<file path="config.mk">
export PLATFORM = sky130hd
export DESIGN_NAME = event_counter_bank
export DESIGN_NICKNAME = d
export VERILOG_FILES = /design/src/rtl/pmu_pkg.sv /design/src/rtl/pmu_datapath.sv /design/src/rtl/pmu_ctrl.sv /design/src/rtl/event_counter_bank.sv
export SDC_FILE = /design/constraint.sdc
export NUM_CORES = 1
export LEC_CHECK = 0
export BUFFER_PORTS_ARGS = -buffer_cell sky130_fd_sc_hd__buf_2
export CAP_MARGIN = 20
export CORE_UTILIZATION = 50
export CTS_CLUSTER_DIAMETER = 60
export CTS_CLUSTER_SIZE = 24
export DETAILED_ROUTE_END_ITERATION = 8
export GPL_TIMING_DRIVEN = 0
export PLACE_DENSITY = 0.67
export SLEW_MARGIN = 30
export SYNTH_ARGS = -nofsm -noshare
export SYNTH_HDL_FRONTEND = slang
export SYNTH_SLANG_ARGS = --single-unit
</file>
<file path="constraint.sdc">
create_clock -name clk -period 6.5 [get_ports clk]
set_clock_uncertainty 0.2 [all_clocks]
set_input_delay 1.3 -clock clk [delete_from_list [all_inputs] [get_ports clk]]
set_output_delay 1.3 -clock clk [all_outputs]
set_load 0.005 [all_outputs]
</file>
<file path="src/rtl/pmu_pkg.sv">
package pmu_pkg;
  localparam int NUM_CTR = 4;
  localparam int CNT_W   = 32;
  localparam int NUM_EVT = 16;
  localparam int DATA_W  = 32;
  localparam int ADDR_W  = 4;
  localparam int SEL_W   = $clog2(NUM_EVT);
  localparam int IDX_W   = $clog2(NUM_CTR);

  // register groups, decoded from regAddr[3:2]
  localparam logic [1:0] GRP_GLOBAL = 2'd0;
  localparam logic [1:0] GRP_COUNT  = 2'd1;
  localparam logic [1:0] GRP_LOCAL  = 2'd2;

  // local control bit positions
  localparam int LC_CE   = 8;
  localparam int LC_FRZ  = 9;
  localparam int LC_SUP  = 10;
  localparam int LC_USR  = 11;
  localparam int LC_MK0  = 12;
  localparam int LC_MK1  = 13;

  // global control bit positions
  localparam int GC_FA   = 0;
  localparam int GC_IE   = 1;
  localparam int GC_FOC  = 2;

  typedef struct packed {
    logic [SEL_W-1:0] evtSel;
    logic             condEn;
    logic             frzAlways;
    logic             frzSup;
    logic             frzUser;
    logic             frzMark0;
    logic             frzMark1;
  } localCtl_t;

  typedef struct packed {
    logic [NUM_CTR-1:0] load;
    logic [NUM_CTR-1:0] inc;
    logic [CNT_W-1:0]   loadData;
  } ctrStrobe_t;
endpackage

</file>
<file path="src/rtl/pmu_datapath.sv">
module pmu_datapath
  import pmu_pkg::*;
(
  input  logic                          clk,
  input  logic                          rstN,
  input  ctrStrobe_t                    strobe,
  output logic [NUM_CTR-1:0][CNT_W-1:0] cntVal
);

  for (genvar i = 0; i < NUM_CTR; i++) begin : g_ctr
    always_ff @(posedge clk or negedge rstN) begin
      if (!rstN)              cntVal[i] <= '0;
      else if (strobe.load[i]) cntVal[i] <= strobe.loadData;
      else if (strobe.inc[i])  cntVal[i] <= cntVal[i] + 1'b1;
    end

    assert_load_wins_R8: assert property (@(posedge clk) disable iff (!rstN)
      strobe.load[i] |=> cntVal[i] == $past(strobe.loadData));

    assert_step_one_R3: assert property (@(posedge clk) disable iff (!rstN)
      (strobe.inc[i] && !strobe.load[i]) |=> cntVal[i] == $past(cntVal[i]) + 1'b1);

    assert_hold_when_idle_R3: assert property (@(posedge clk) disable iff (!rstN)
      (!strobe.inc[i] && !strobe.load[i]) |=> $stable(cntVal[i]));

    assert_wrap_zero_R11: assert property (@(posedge clk) disable iff (!rstN)
      (strobe.inc[i] && !strobe.load[i] && (&cntVal[i])) |=> cntVal[i] == '0);
  end

endmodule

</file>
<file path="src/rtl/pmu_ctrl.sv">
module pmu_ctrl
  import pmu_pkg::*;
(
  input  logic                          clk,
  input  logic                          rstN,
  input  logic                          regWrEn,
  input  logic [ADDR_W-1:0]             regAddr,
  input  logic [DATA_W-1:0]             regWrData,
  input  logic [NUM_EVT-1:0]            events,
  input  logic                          supervisor,
  input  logic                          mark,
  input  logic [NUM_CTR-1:0][CNT_W-1:0] cntVal,
  output ctrStrobe_t                    strobe,
  output logic [DATA_W-1:0]             regRdData,
  output logic                          irq
);

  localCtl_t          lc [NUM_CTR];
  logic               gFreezeAll, gIntEn, gFoc;
  logic [1:0]         grp;
  logic [IDX_W-1:0]   idx;
  logic [NUM_CTR-1:0] condVec;
  logic               anyCond;
  logic               glbWr;

  assign grp     = regAddr[3:2];
  assign idx     = regAddr[IDX_W-1:0];
  assign glbWr   = regWrEn && (grp == GRP_GLOBAL);
  assign anyCond = |condVec;
  assign irq     = gIntEn & anyCond;

  // global control: hardware freeze is applied after the software write
  always_ff @(posedge clk or negedge rstN) begin
    if (!rstN) begin
      gFreezeAll <= 1'b1;
      gIntEn     <= 1'b0;
      gFoc       <= 1'b0;
    end else begin
      if (glbWr) begin
        gFreezeAll <= regWrData[GC_FA];
        gIntEn     <= regWrData[GC_IE];
        gFoc       <= regWrData[GC_FOC];
      end
      if (gFoc && anyCond) gFreezeAll <= 1'b1;
    end
  end

  for (genvar i = 0; i < NUM_CTR; i++) begin : g_local
    logic held;

    always_ff @(posedge clk or negedge rstN) begin
      if (!rstN) begin
        lc[i] <= '{evtSel: '0, condEn: 1'b0, frzAlways: 1'b1, frzSup: 1'b1,
                   frzUser: 1'b1, frzMark0: 1'b1, frzMark1: 1'b1};
      end else if (regWrEn && grp == GRP_LOCAL && idx == IDX_W'(i)) begin
        lc[i].evtSel    <= regWrData[SEL_W-1:0];
        lc[i].condEn    <= regWrData[LC_CE];
        lc[i].frzAlways <= regWrData[LC_FRZ];
        lc[i].frzSup    <= regWrData[LC_SUP];
        lc[i].frzUser   <= regWrData[LC_USR];
        lc[i].frzMark0  <= regWrData[LC_MK0];
        lc[i].frzMark1  <= regWrData[LC_MK1];
      end
    end

    assign held = gFreezeAll | lc[i].frzAlways
                | (lc[i].frzSup  &  supervisor) | (lc[i].frzUser  & ~supervisor)
                | (lc[i].frzMark0 & ~mark)      | (lc[i].frzMark1 &  mark);

    assign condVec[i]     = cntVal[i][CNT_W-1] & lc[i].condEn;
    assign strobe.inc[i]  = events[lc[i].evtSel] & ~held;
    assign strobe.load[i] = regWrEn && (grp == GRP_COUNT) && (idx == IDX_W'(i));
  end

  assign strobe.loadData = regWrData[CNT_W-1:0];

  always_comb begin
    regRdData = '0;
    unique case (grp)
      GRP_GLOBAL: begin
        regRdData[GC_FA]  = gFreezeAll;
        regRdData[GC_IE]  = gIntEn;
        regRdData[GC_FOC] = gFoc;
      end
      GRP_COUNT: regRdData[CNT_W-1:0] = cntVal[idx];
      GRP_LOCAL: begin
        regRdData[SEL_W-1:0] = lc[idx].evtSel;
        regRdData[LC_CE]     = lc[idx].condEn;
        regRdData[LC_FRZ]    = lc[idx].frzAlways;
        regRdData[LC_SUP]    = lc[idx].frzSup;
        regRdData[LC_USR]    = lc[idx].frzUser;
        regRdData[LC_MK0]    = lc[idx].frzMark0;
        regRdData[LC_MK1]    = lc[idx].frzMark1;
      end
      default: regRdData = '0;
    endcase
  end

  assert_freeze_on_cond_R10: assert property (@(posedge clk) disable iff (!rstN)
    (gFoc && anyCond) |=> gFreezeAll);

  assert_frozen_no_count_R7: assert property (@(posedge clk) disable iff (!rstN)
    (gFreezeAll && !glbWr) |=> strobe.inc == '0);

  assert_irq_sticky_R9: assert property (@(posedge clk) disable iff (!rstN)
    (irq && !regWrEn && strobe.inc == '0) |=> irq);

endmodule

</file>
<file path="src/rtl/event_counter_bank.sv">
module event_counter_bank
  import pmu_pkg::*;
(
  input  logic                clk,
  input  logic                rstN,
  input  logic                regWrEn,
  input  logic [ADDR_W-1:0]   regAddr,
  input  logic [DATA_W-1:0]   regWrData,
  output logic [DATA_W-1:0]   regRdData,
  input  logic [NUM_EVT-1:0]  events,
  input  logic                supervisor,
  input  logic                mark,
  output logic                irq
);

  ctrStrobe_t                    strobe;
  logic [NUM_CTR-1:0][CNT_W-1:0] cntVal;

  pmu_ctrl u_ctrl (
    .clk        (clk),
    .rstN       (rstN),
    .regWrEn    (regWrEn),
    .regAddr    (regAddr),
    .regWrData  (regWrData),
    .events     (events),
    .supervisor (supervisor),
    .mark       (mark),
    .cntVal     (cntVal),
    .strobe     (strobe),
    .regRdData  (regRdData),
    .irq        (irq)
  );

  pmu_datapath u_dp (
    .clk    (clk),
    .rstN   (rstN),
    .strobe (strobe),
    .cntVal (cntVal)
  );

endmodule

</file>
==> results.json, run 1 <==
{
  "rr_endpoint": "u_dp.cntVal[65]",
  "coreArea_um2": 22000,
  "violations": "DRC",
  "crit_fanout": 10,
  "syn2layout_area_growth_pct": 12.8,
  "max_freq_mhz": 194,
  "initial_core_util_pct": 51.4,
  "synth_top_area_share_pct": 33.3,
  "worst_hold_startpoint": "u_ctrl.lc[5]",
  "synth_edf_count": 0,
  "critPathArrivalTime_ps": 3650,
  "synth_mux_area_share_pct": 17.0,
  "numCtsBuffers": 17,
  "post_drt_wl_per_cell_um": 23.4,
  "htree_levels": 4,
  "postPlaceCellArea_um2": 12100,
  "cts_tree": "built",
  "synth_top_family_by_area": "simple AND/OR/NAND/NOR gates",
  "cts_hold_buf": 0,
  "synthAdderAreaFrac_pct": 0.887,
  "cts-root-buf": "clkbuf_16",
  "hold_path_end": "u_ctrl.lc[5]",
  "postCtsSetupBuffers": 0,
  "worstReg2RegStart": "u_ctrl.lc[17]",
  "final_cell_mix": "150 x dfrtp_1, 137 x nand2_1, 118 x xnor2_1, 97 x buf_2, 74 x o21ai_0",
  "finalCritPeriodShare_pct": 79.2,
  "dieArea_um2": 23200,
  "clkLatencyLatePin_ps": 450,
  "slowest_stage": "buf_1",
  "antenna_cells": 0,
  "synth_xor_area_share_pct": 9.39,
  "hold_path.class": "flop to flop",
  "rr_worst_depth": 8,
  "netlist_instances": 1155,
  "clk_pin_slew_worst_paths_ps": 80,
  "critPathBufInv": 5,
  "drcViolationCount": 2,
  "gp_congestion": 0.974,
  "critPathKind": "input port to output port",
  "synth.distinct_cells": 63,
  "worstMarginPinSlew_ps": 809,
  "grt_pass1_vias": 9269,
  "grt_max_degree": 73,
  "die-height_um": 152,
  "synth_top_cell_by_area": "dfrtp_1",
  "ant_nets": 0,
  "critical_path.max_stage_delay_ps": 610,
  "dp.cells": 1521,
  "synthFlopType": "dfrtp_1",
  "grt_setup_unrepaired": "false",
  "finalWirelength_um": 36300,
  "avgSynthCellArea_um2": 9.77,
  "path_delay_family": "buffers and inverters",
  "yosys-top-cells-area": "dfrtp_1 33%, mux4_2 9.8%, xnor2_1 9.2%",
  "power_density_nw_per_um2": 318,
  "clk_path_buf_depth": 2,
  "synth-seq-cells": 171,
  "finalCoreUtilization_pct": 58.0,
  "clock-sinks": 171,
  "viasPerCell": 6.31,
  "ir_drop_mv": 0.136,
  "reg2reg_slack_ps": 3700,
  "synth_compound_area_share_pct": 9.99,
  "nets": 1325,
  "power_leakage_nw": 4.59,
  "worstPathRequired_ps": 5000,
  "synthSimpleGateAreaFrac_pct": 21.2,
  "dr.pass1.iters": 8,
  "path_common_cell": "buf_1",
  "grt_pass1_wl_um": 56100,
  "overflow": 0,
  "drt_iter0_markers": 1176,
  "num_vias": 9798,
  "final_cells": 1553,
  "ys.warnings.count": 0,
  "std_cell_rows": 54,
  "final_common_cell": "dfrtp_1",
  "dpl.hpwl_um": 28000,
  "crit_path_start_kind": "input port",
  "setup_tns_ps": 0,
  "final_max_slew_viol_count": 0,
  "status": "complete, but fails checks",
  "async_reset_ff_share_pct": 100,
  "gr-usage-all-layers_pct": 32.4,
  "post_cts_resized": 0,
  "syn-cell-area_um2": 11300,
  "grt_antenna_before_repair": 0,
  "pin_count": 90,
  "slew_headroom_pct": 46.0,
  "fp.dieW_um": 152,
  "crit_chain": "buf_2 > buf_1 > buf_1 > buf_1 > mux4_2 > and2_1 > buf_2",
  "drive_gt1_share_pct": 22.1,
  "synth.yosys.seq_area_share_pct": 38.1,
  "setup_viol": 0,
  "min_period_ps": 5150,
  "fin_area_um2": 12700,
  "finalHoldViolCount": 0,
  "setup.worst_path.end_class": "output port",
  "syn_nets": 1220,
  "drv_cap": 0,
  "holdPathStages": 1,
  "io_buffers": 84
}
cell type report:
type / count / area (um2)
Buffer: 76 / 333
Sequential cell: 171 / 4310
Multi-Input combinational cell: 894 / 6600
Clock buffer: 17 / 425
Timing Repair Buffer: 86 / 485
Inverter: 14 / 52.6
Clock inverter: 15 / 179
Tap cell: 280 / 350
Fill cell: 1919 / 9230
worst max-delay path by stage:
stage,from,to,slack (ps),cells past startpoint
floorplan,regAddr[0],regRdData[15],1990,5
global placement,rstN,u_dp.cntVal[93],1170,1
finish,regAddr[1],regRdData[15],1350,7
CTS,regAddr[1],regRdData[15],1390,7
global route,regAddr[1],regRdData[15],1270,7
detailed placement,regAddr[1],regRdData[15],1400,7
report_power, final:
part	switching (W)	total, W	internal (W)
Combinational	0.000594	0.00118	0.000585
Clock	0.000521	0.00104	0.000520
Sequential	0.000454	0.00182	0.00137
routing by layer:
layer / vias to the layer above / track usage (%) / part of all wire (%)
li1: 4458 / - / -
met1: 4812 / 47.2 / 43
met2: 467 / 48.4 / 44
met3: 61 / 6.23 / 10
met4: 0 / 11.0 / 2.7
met5: - / 0 / 0
Yosys cell counts, types with 21 or more instances:
master,number
o21ai_0,74
and2_1,25
nand2_1,137
nand4_1,27
dfrtp_1,150
nor4_1,48
mux4_2,49
dfstp_2,21
a21oi_1,58
xnor2_1,118
clkbuf_1,48
nor3_1,22
mux2_2,52
nor2_1,72
nand3_1,47
cell families after synthesis:
kind of cell	Yosys count
AOI/OAI and AO/OA	186
xor gates and xnor gates	121
adders and majority gates	8
buffers and inverters	90
DFF	171
muxes	122
and+or+nand+nor	457
state kept, by name (all words and copies together) (netlist names):
| name | count |
|---|---|
| u_ctrl.lc | 40 |
| u_dp.cntVal | 128 |
| u_ctrl.gFreezeAll | 1 |
| u_ctrl.gIntEn | 1 |
| u_ctrl.gFoc | 1 |
stage by stage:
step | total power [W] | hold slack, ps | setup WS, ps
2_1_floorplan | 0.00251 | 292 | 1990
6_report | 0.00404 | 341 | 1350
4_1_cts | 0.00402 | 338 | 1390
5_1_grt | 0.00423 | 366 | 1270
3_3_place_gp | 0.00294 | 309 | 1170
3_5_place_dp | 0.00298 | 325 | 1400
(Power assumes the default switching activity.)
==> run 2: changes to the inputs <==
--- a/config.mk
+++ b/config.mk
@@ -5,6 +5,7 @@
 export SDC_FILE = /design/constraint.sdc
 export NUM_CORES = 1
 export LEC_CHECK = 0
+export ABC_AREA = 1
 export BUFFER_PORTS_ARGS = -buffer_cell sky130_fd_sc_hd__buf_2
 export CAP_MARGIN = 20
 export CORE_UTILIZATION = 50
==> constraint.sdc (replaced) <==
create_clock -name clk -period 4.75 [get_ports clk]
set_clock_uncertainty 0.2 [all_clocks]
set_input_delay 0.95 -clock clk [delete_from_list [all_inputs] [get_ports clk]]
set_output_delay 0.95 -clock clk [all_outputs]
set_load 0.005 [all_outputs]
==> results.json, run 2 <==
{
  "status": "finished clean",
  "setup_viol": 0,
  "drive_gt1_share_pct": 10.8,
  "fin_area_um2": 15400,
  "rr_endpoint": "u_dp.cntVal[74]",
  "critPathArrivalTime_ps": 2820,
  "grt_pass1_vias": 15200,
  "drcViolationCount": 0,
  "reg.largest.list": "u_dp.cntVal: 128 flops, u_ctrl.lc: 40 flops",
  "finalHoldViolCount": 0,
  "rr_worst_depth": 10,
  "grt_max_degree": 71,
  "ir_drop_mv": 0.264,
  "fp.dieW_um": 168,
  "clkLatencyLatePin_ps": 450,
  "worstMarginPinSlew_ps": 662,
  "coreArea_um2": 27000,
  "hold_path.class": "input port to asynchronous set/reset pin",
  "dpl.hpwl_um": 43400,
  "htree_levels": 4,
  "io_buffers": 88,
  "gr-usage-all-layers_pct": 40.2,
  "hold_ws_ps": 163,
  "critPathKind": "input port to output port",
  "postPlaceCellArea_um2": 14800,
  "std_cell_rows": 60,
  "cts-root-buf": "clkbuf_16",
  "synthFlopType": "dfrtp_1",
  "grt_pass1_wl_um": 86000,
  "grt_antenna_before_repair": 1,
  "die-height_um": 168,
  "numCtsBuffers": 17,
  "viasPerCell": 5.88,
  "crit_path_start": "regAddr[3]",
  "setup.worst_path.end_class": "output port",
  "crit_fanout": 10,
  "final_max_slew_viol_count": 0,
  "slew_headroom_pct": 55.8,
  "clk_path_buf_depth": 2,
  "crit_path_end": "regRdData[4]",
  "synth.yosys.seq_area_share_pct": 31.1,
  "syn-cell-area_um2": 13800,
  "min_period_ps": 3970,
  "syn2layout_area_growth_pct": 10.9,
  "final_common_cell": "nand2_1",
  "worstReg2RegStart": "u_dp.cntVal[65]",
  "grt_setup_unrepaired": "false",
  "postCtsSetupBuffers": 0,
  "final_cell_mix": "1008 x nand2_1, 264 x nand3_1, 228 x nor2_1, 175 x inv_1, 150 x dfrtp_1",
  "nets": 2512,
  "synth.distinct_cells": 38,
  "post_cts_resized": 0,
  "synth_top_area_share_pct": 27.3,
  "worstPathRequired_ps": 3600,
  "syn_nets": 2403,
  "finalCritPeriodShare_pct": 83.6,
  "cts_tree": "built",
  "yosys-top-cells-area": "nand2_1 27%, dfrtp_1 27%, nand3_1 9.5%",
  "clk_pin_slew_worst_paths_ps": 70,
  "yosysMostFrequentCell": "nand2_1",
  "num_vias": 16500,
  "largest_register_ffs": 128,
  "max_freq_mhz": 252,
  "clock-sinks": 171,
  "async_reset_ff_share_pct": 100,
  "synth-seq-cells": 171,
  "cts_hold_buf": 0,
  "ant_nets": 0,
  "power_density_nw_per_um2": 372,
  "gp_congestion": 1.05,
  "drt_iter0_markers": 2074,
  "ys.warnings.count": 0,
  "finalWirelength_um": 55900,
  "netlist_instances": 2338,
  "synth_top_cell_by_area": "nand2_1",
  "antenna_cells": 0,
  "reg2reg_slack_ps": 2550,
  "power_leakage_nw": 7.32,
  "avgSynthCellArea_um2": 5.92,
  "overflow": 0,
  "dr.pass1.iters": 6,
  "dieArea_um2": 28400,
  "fin_ws_ps": 780,
  "largest-register": "u_dp.cntVal",
  "post_drt_wl_per_cell_um": 20.0,
  "crit_path_start_kind": "input port",
  "pin_count": 90,
  "synth_edf_count": 0,
  "synthTopCellsByCount": "1008 x nand2_1, 264 x nand3_1, 228 x nor2_1",
  "drv_cap": 0,
  "dpl_worst_slack_ps": 859,
  "initial_core_util_pct": 51.2
}
run 2: changes by cell type after synthesis, sizes merged, moves of 50 or more:
cell | previous run | this run
nand2 | 137 | 1021
nand3 | 48 | 268
inv | 14 | 193
nor2 | 72 | 249
xnor2 | 118 | 4
o21ai | 78 | 155
o22ai | 2 | 57
mux2 | 52 | 0
nor4 | 52 | 0
mux4 | 50 | 0
run 2: where the power goes:
part / leakage [nW] / switching [W] / internal, W
clock network: 0.276 / 0.000722 / 0.000700
registers: 2.24 / 0.000563 / 0.00184
logic: 4.81 / 0.00119 / 0.000691
total: 7.32 / 0.00247 / 0.00324
run 2: worst min path at each step:
stage                   from            end  slack [ps]  depth (start not counted)
2_1_floorplan  u_ctrl.lc[15]  u_ctrl.lc[15]         250                          2
3_3_place_gp   u_ctrl.lc[15]  u_ctrl.lc[15]         270                          2
3_5_place_dp   u_ctrl.lc[25]  u_ctrl.lc[25]         280                          2
4_1_cts                 rstN  u_ctrl.lc[37]         180                          1
5_1_grt                 rstN  u_ctrl.lc[38]         190                          1
6_report                rstN  u_ctrl.lc[37]         160                          1
run 2: layer usage:
metal  global-route usage (%)  up-vias  share of wire, %  wire length, um
met5                        0        -             0.023               13
met4                     20.8        2               5.3             2990
met3                     7.71      157                10             5750
met2                     61.3      889                43            24300
met1                     54.2     7683                41            22900
li1                         -     7726                 -                -
run 2: worst max-delay path: stages:
cell	delay [ps]
buf_2	110
inv_1	70
ha_1	180
clkbuf_1	380
inv_1	240
clkbuf_1	360
nor2_1	350
buf_2	180
run 2: area by class of cell:
class                           instances  area, um2
Buffer                                 94        485
Clock buffer                           17        425
Clock inverter                         15        151
Fill cell                            2805      11700
Inverter                              194        733
Multi-Input combinational cell       1879       8320
Sequential cell                       171       4310
Tap cell                              341        427
Timing Repair Buffer                   90        505
run 2: through the flow:
step           std cells  setup TNS, ps  power (W)  util, %
6_report            2801              0    0.00571     56.8
3_3_place_gp        2767         -59000    0.00418     54.4
3_5_place_dp        2769              0    0.00423     54.7
2_1_floorplan       2338              0    0.00353        -
4_1_cts             2801              0    0.00564     56.8
5_1_grt             2801              0    0.00606     56.8
run 2: cell families after synthesis:
family | count (synthesis) | share of synthesized area (%)
AO/OA/AOI/OAI | 289 | 12.0
buffers and inverters | 288 | 8.80
flip-flops | 171 | 31.1
AND/OR/NAND/NOR | 1568 | 46.5
XOR/XNOR | 14 | 0.886
adder cells (fa/ha/maj) | 8 | 0.723
